--- config.mk ---
export PLATFORM = sky130hd
export DESIGN_NAME = pio_edge_irq
export DESIGN_NICKNAME = d
export VERILOG_FILES = /design/src/rtl/pio_pkg.sv /design/src/rtl/pio_sync.sv /design/src/rtl/pio_evt.sv /design/src/rtl/pio_dma.sv /design/src/rtl/pio_regs.sv /design/src/rtl/pio_edge_irq.sv
export SDC_FILE = /design/constraint.sdc
export NUM_CORES = 1
export LEC_CHECK = 0
export CORE_ASPECT_RATIO = 0.5
export CORE_UTILIZATION = 54
export CTS_CLUSTER_SIZE = 28
export DETAILED_ROUTE_END_ITERATION = 7
export PLACE_DENSITY = 0.76
export SYNTH_ARGS = -nofsm -noshare
export SYNTH_HDL_FRONTEND = slang
export SYNTH_SLANG_ARGS = --single-unit
--- constraint.sdc ---
create_clock -name clk -period 1.6 [get_ports clk]
set_input_delay 0.32 -clock clk [delete_from_list [all_inputs] [get_ports clk]]
set_output_delay 0.32 -clock clk [all_outputs]
set_load 0.005 [all_outputs]
--- src/rtl/pio_pkg.sv ---
package pio_pkg;
  typedef enum logic [2:0] {
    A_DIR  = 3'd0,
    A_OUT  = 3'd1,
    A_PIN  = 3'd2,
    A_EDGE = 3'd3,
    A_EVT  = 3'd4,
    A_MASK = 3'd5,
    A_DMA  = 3'd6
  } reg_addr_e;
endpackage

--- src/rtl/pio_sync.sv ---
module pio_sync #(
  parameter int NLINES = 16
) (
  input  logic              clk,
  input  logic              rst,
  input  logic [NLINES-1:0] pin_i,
  input  logic [NLINES-1:0] edge_mode,
  output logic [NLINES-1:0] lvl,
  output logic [NLINES-1:0] fall,
  output logic [NLINES-1:0] det
);
  logic [NLINES-1:0] s1, s2, prv;
  logic [1:0]        arm_cnt;
  logic              armed;

  // two-flop synchronizer plus one history stage
  always_ff @(posedge clk) begin
    if (rst) begin
      s1      <= '0;
      s2      <= '0;
      prv     <= '0;
      arm_cnt <= '0;
    end else begin
      s1  <= pin_i;
      s2  <= s1;
      prv <= s2;
      if (arm_cnt != 2'd3) arm_cnt <= arm_cnt + 2'd1;
    end
  end

  // history is only meaningful once three stages have loaded
  assign armed = (arm_cnt == 2'd3);
  assign lvl   = s2;
  assign fall  = {NLINES{armed}} & prv & ~s2;

  for (genvar i = 0; i < NLINES; i++) begin : g_det
    assign det[i] = armed & (edge_mode[i] ? (prv[i] & ~s2[i]) : (prv[i] ^ s2[i]));


    falling_only_chk: assert property (@(posedge clk) disable iff (rst)
      (edge_mode[i] && det[i]) |-> !s2[i]);
  end
endmodule

--- src/rtl/pio_evt.sv ---
module pio_evt #(
  parameter int NLINES = 16
) (
  input  logic              clk,
  input  logic              rst,
  input  logic [NLINES-1:0] det,
  input  logic [NLINES-1:0] dir,
  input  logic [NLINES-1:0] clr,
  input  logic [NLINES-1:0] mask,
  output logic [NLINES-1:0] ev,
  output logic              irq
);
  logic [NLINES-1:0] hit;

  assign hit = det & ~dir;

  always_ff @(posedge clk) begin
    if (rst) begin
      ev  <= '0;
      irq <= 1'b0;
    end else begin
      ev  <= (ev & ~clr) | hit;
      irq <= |(ev & mask);
    end
  end


  evt_wins_chk: assert property (@(posedge clk) disable iff (rst)
    (|hit) |=> ((ev & $past(hit)) == $past(hit)));


  out_quiet_chk: assert property (@(posedge clk) disable iff (rst)
    1'b1 |=> ((ev & ~$past(ev) & $past(dir)) == '0));


  irq_follow_chk: assert property (@(posedge clk) disable iff (rst)
    ((ev & mask) == '0) |=> !irq);
endmodule

--- src/rtl/pio_dma.sv ---
module pio_dma #(
  parameter int DMA_N = 2
) (
  input  logic             clk,
  input  logic             rst,
  input  logic [DMA_N-1:0] en,
  input  logic [DMA_N-1:0] lvl_mode,
  input  logic [DMA_N-1:0] pin_lvl,
  input  logic [DMA_N-1:0] pin_fall,
  output logic [DMA_N-1:0] req
);
  for (genvar j = 0; j < DMA_N; j++) begin : g_req
    always_ff @(posedge clk) begin
      if (rst) req[j] <= 1'b0;
      else     req[j] <= en[j] & (lvl_mode[j] ? ~pin_lvl[j] : pin_fall[j]);
    end


    dma_pulse_chk: assert property (@(posedge clk) disable iff (rst)
      ($stable(lvl_mode[j]) && !lvl_mode[j] && req[j]) |=> !req[j]);


    dma_level_chk: assert property (@(posedge clk) disable iff (rst)
      (en[j] && lvl_mode[j] && !pin_lvl[j]) |=> req[j]);
  end
endmodule

--- src/rtl/pio_regs.sv ---
module pio_regs
  import pio_pkg::*;
#(
  parameter int NLINES  = 16,
  parameter int EDGE_LO = 4,
  parameter int DMA_N   = 2
) (
  input  logic              clk,
  input  logic              hrst,
  input  logic              srst,
  input  logic [2:0]        addr,
  input  logic              we,
  input  logic [NLINES-1:0] wdata,
  input  logic [NLINES-1:0] pin_lvl,
  input  logic [NLINES-1:0] ev,
  output logic [NLINES-1:0] rdata,
  output logic [NLINES-1:0] dir,
  output logic [NLINES-1:0] dout,
  output logic [NLINES-1:0] edge_mode,
  output logic [NLINES-1:0] mask,
  output logic [DMA_N-1:0]  dma_en,
  output logic [DMA_N-1:0]  dma_lvl,
  output logic [NLINES-1:0] clr
);
  localparam int               CTL_W     = 2 * DMA_N;
  localparam logic [NLINES-1:0] EDGE_KEEP = {NLINES{1'b1}} << EDGE_LO;

  logic [CTL_W-1:0] dma_ctl;
  logic             any_rst;

  assign any_rst = hrst | srst;

  always_ff @(posedge clk) begin
    if (any_rst) begin
      dir     <= '0;
      dout    <= '0;
      mask    <= '0;
      dma_ctl <= '0;
    end else if (we) begin
      case (reg_addr_e'(addr))
        A_DIR:   dir     <= wdata;
        A_OUT:   dout    <= wdata;
        A_MASK:  mask    <= wdata;
        A_DMA:   dma_ctl <= wdata[CTL_W-1:0];
        default: ;
      endcase
    end
  end

  // trigger mode survives soft reset
  always_ff @(posedge clk) begin
    if (hrst)
      edge_mode <= '0;
    else if (!srst && we && (addr == A_EDGE))
      edge_mode <= wdata & EDGE_KEEP;
  end

  assign clr     = (we && !srst && (addr == A_EVT)) ? wdata : '0;
  assign dma_en  = dma_ctl[DMA_N-1:0];
  assign dma_lvl = dma_ctl[CTL_W-1:DMA_N];

  always_ff @(posedge clk) begin
    if (any_rst) begin
      rdata <= '0;
    end else begin
      case (reg_addr_e'(addr))
        A_DIR:   rdata <= dir;
        A_OUT:   rdata <= dout;
        A_PIN:   rdata <= pin_lvl;
        A_EDGE:  rdata <= edge_mode;
        A_EVT:   rdata <= ev;
        A_MASK:  rdata <= mask;
        A_DMA:   rdata <= {{(NLINES-CTL_W){1'b0}}, dma_ctl};
        default: rdata <= '0;
      endcase
    end
  end


  edge_rsvd_chk: assert property (@(posedge clk) disable iff (any_rst)
    (addr == A_EDGE) |=> (rdata[EDGE_LO-1:0] == '0));


  edge_keep_chk: assert property (@(posedge clk) disable iff (hrst)
    srst |=> $stable(edge_mode));
endmodule

--- src/rtl/pio_edge_irq.sv ---
module pio_edge_irq #(
  parameter int NLINES  = 16,
  parameter int EDGE_LO = 4,
  parameter int DMA_N   = 2
) (
  input  logic              clk,
  input  logic              hrst,
  input  logic              srst,
  input  logic [2:0]        addr,
  input  logic              we,
  input  logic [NLINES-1:0] wdata,
  output logic [NLINES-1:0] rdata,
  input  logic [NLINES-1:0] pin_i,
  output logic [NLINES-1:0] pin_o,
  output logic [NLINES-1:0] pin_oe,
  output logic              irq,
  output logic [DMA_N-1:0]  dma_req
);
  localparam int DMA_BASE = NLINES - DMA_N;

  logic              any_rst;
  logic [NLINES-1:0] dir, dout, edge_mode, mask, clr, ev;
  logic [NLINES-1:0] lvl, fall, det;
  logic [DMA_N-1:0]  dma_en, dma_lvl;

  assign any_rst = hrst | srst;
  assign pin_oe  = dir;
  assign pin_o   = dout;

  pio_regs #(.NLINES(NLINES), .EDGE_LO(EDGE_LO), .DMA_N(DMA_N)) u_regs (
    .clk(clk), .hrst(hrst), .srst(srst), .addr(addr), .we(we), .wdata(wdata),
    .pin_lvl(lvl), .ev(ev), .rdata(rdata), .dir(dir), .dout(dout),
    .edge_mode(edge_mode), .mask(mask), .dma_en(dma_en), .dma_lvl(dma_lvl),
    .clr(clr)
  );

  pio_sync #(.NLINES(NLINES)) u_sync (
    .clk(clk), .rst(any_rst), .pin_i(pin_i), .edge_mode(edge_mode),
    .lvl(lvl), .fall(fall), .det(det)
  );

  pio_evt #(.NLINES(NLINES)) u_evt (
    .clk(clk), .rst(any_rst), .det(det), .dir(dir), .clr(clr), .mask(mask),
    .ev(ev), .irq(irq)
  );

  pio_dma #(.DMA_N(DMA_N)) u_dma (
    .clk(clk), .rst(any_rst), .en(dma_en), .lvl_mode(dma_lvl),
    .pin_lvl(lvl[DMA_BASE +: DMA_N]), .pin_fall(fall[DMA_BASE +: DMA_N]),
    .req(dma_req)
  );
endmodule

==> flow_summary.toml <==
[run_status]
status = "finished, violations left"
violations = "DRC"

[clock_network]
clkSinkCount = 149
cts-root-buf = "clkbuf_16"
htree_levels = 4
ctsLongestPathBuffers = 2
cts_inserted_buffers = 17
clk_pin_slew_ps = 60
cts_tree = "done"
hold_buffers = 0
insertion_delay_ps = 420

[global_routing]
grt_pass1_vias = 5081
grt_pass1_wl_um = 27320
grt_max_degree = 29
track_usage = 0.3075
grt-ovfl-total = 0
grt_antenna_before_repair = 0

[worst_hold_path]
hold_class = "reg -> reg"

[yosys]
synth_common_cells = "149 x dfxtp_1, 104 x nand2_1, 80 x a21oi_1"
ys_async_sr_fraction = 0
yosysMostFrequentCell = "dfxtp_1"
ys_seq_area_frac = 0.4900
synth_area_leaders = "dfxtp_1 49%, a21oi_1 6.6%, nand2_1 6.4%"
synth_fp_nets = 702
synth_cells = 650
synth_area_sq_um = 6087
ys_ff_latch = 149
synthFlopType = "dfxtp_1"
synth-edff-count = 0
synthDistinctLibCells = 46
synth.largest_area_cell = "dfxtp_1"
postSynthAreaPerCell_sq_um = 9.365
synth_top_area_share = 0.4900
yosysWarningCount = 0

[sta]
fmax_mhz = 630.0
rsz0062_at_grt = "false"
worst_slew_pin_slew_ps = 341.3
period_share = 0.9921
setup_tns_ps = 0
setup_violations = 0
hold_viol_final = 0
fin_skew_ps = 6.014
slew_viol_final = 0
period_needed_ps = 1587
relSlewSlack = 0.7711

[flow_run]
drv_cap = 0

[drt]
firstDrtPassIters = 7
drt_wl_total_um = 17400
antenna_left = 0
viasPerCell = 5.710
highest-signal-layer = "met4"
drt-met1-wl_um = 7526
via_count = 5362
wl_per_cell_um = 18.53
drtIter0Drc = 425
dr_wl_met2_um = 8045
drc = 5
dr_wl_met3_um = 1506

[worst_setup_path]
critPathTopFamily = "buffers and inverters"
slowest_stage = "clkdlybuf4s50_1"
critical_path.n_buffers_inverters = 1
worstPathArrival_ps = 1270
critPathMaxStageDelay_ps = 510
start_kind = "flop"
worstPathCellList = "clkdlybuf4s50_1"
cp.required_ps = 1280
path_max_fanout = 3
cp-end-kind = "output port"
critPathKind = "reg -> out"

[floorplanning]
die-area_sq_um = 11730
floorplan.initialDensity = 0.5757
die_h_um = 77.08
pin_count = 90
die_w_um = 152.2
num_rows = 26
core_sq_um = 10570

[layout]
nets = 838
area_growth_syn_to_layout_pct = 33.36
fin_area_sq_um = 8118
antenna_cells = 0
layout-drive-gt1-share = 0.1915

[pwr]
irDropWorstVdd_uv = 728.8
power_density_nw_per_um2 = 994.4
power.leakage_nw = 3.276

[placement]
portBuffers = 89
gp_congestion = 0.8734
dp_hpwl_um = 11850
dpl-instance-area_sq_um = 7410
==> repair_timing <==
item | in CTS | in global routing
endpoints found under the setup margin | 34 | 49
buffers inserted | 9 | 3
resized for setup | 43 | 12
cloned | 0 | 0
==> cell type report <==
class	count	area [sq um]
flip-flops and latches	149	3028
multi-input cells	450	2850
inverters	13	48.80
clock inverters	11	105.1
well taps	140	175.2
repair buffers	155	1470
fillers	729	2455
clock buffers	21	440.4
==> sequential cells by signal, indices dropped and copies added (netlist names) <==
| name | cells |
|---|---|
| u_dma.req | 2 |
| u_evt.ev | 16 |
| u_evt.irq | 1 |
| u_regs.dir | 16 |
| u_regs.dma_ctl | 4 |
| u_regs.dout | 16 |
| u_regs.edge_mode | 12 |
| u_regs.mask | 16 |
| u_regs.rdata | 16 |
| u_sync.arm_cnt | 2 |
| u_sync.lvl | 16 |
| u_sync.prv | 16 |
| u_sync.s1 | 16 |
==> placed cells by master (no fill, tap or decap), types with 9 or more instances in the layout <==
cell               n
nor2_1            65
inv_1             13
a21oi_1           80
nor3b_1           12
o21a_1            16
buf_4             59
and2_1            37
dfxtp_2           27
nand2_1          104
dlymetal6s2s_1    10
dfxtp_1          119
mux2i_1           34
ha_1              13
dlygate4sd2_1      9
clkdlybuf4s50_1   70
clkbuf_16         17
==> stage by stage <==
step | utilization | worst slack [ps] | power (mW) | hold WS (ps) | cells
final | 0.7678 | 12.67 | 8.072 | 423.4 | 939
after detailed placement | 0.7008 | -409.6 | 4.417 | 412.8 | 895
after CTS | 0.7626 | 0.8681 | 8.083 | 427.2 | 936
after floorplan | - | 161.4 | 4.115 | 392.4 | 650
after global routing | 0.7678 | 1.280 | 8.296 | 437.3 | 939
after global placement | 0.7008 | -374.7 | 4.403 | 408.3 | 895
==> routing by layer <==
layer  vias to the layer above  track usage
met2                       269       0.5009
met1                      2572       0.4081
met3                        42      0.06331
li1                       2479            -
met5                         -            0
met4                         0       0.1061
==> kinds of logic (layout without fill, tap and decap cells) <==
logic type | count (synthesis) | in the layout | share of synthesized area
simple gates | 245 | 245 | 0.1949
buf+inv | 51 | 200 | 0.04358
compound gates | 138 | 138 | 0.1392
mux | 49 | 49 | 0.09846
flops | 149 | 149 | 0.4900
fa+ha+maj | 13 | 13 | 0.02672
xor+xnor | 5 | 5 | 0.007194
==> power by group <==
part           total [mW]  leakage [nW]  internal [mW]  switching, mW
clock network        3.72         0.254           2.14           1.58
registers            3.78          1.22           3.75         0.0260
logic               0.573          1.80          0.267          0.305
==> final timing paths <==
kind | startpoint | cells after the start | slack [ps] | end
min | u_sync.s1[7]$_SDFF_PP0_ | 1 | 420 | u_sync.lvl[7]$_SDFF_PP0_
min reg2reg | u_sync.s1[7]$_SDFF_PP0_ | 1 | 420 | u_sync.lvl[7]$_SDFF_PP0_
max | u_regs.dout[15]$_SDFFE_PP0P_ | 1 | 10 | pin_o[15]
max reg2reg | u_sync.lvl[15]$_SDFF_PP0_ | 6 | 250 | u_evt.ev[15]$_SDFF_PP0_
No activity file was read; power rests on OpenSTA's default activity.
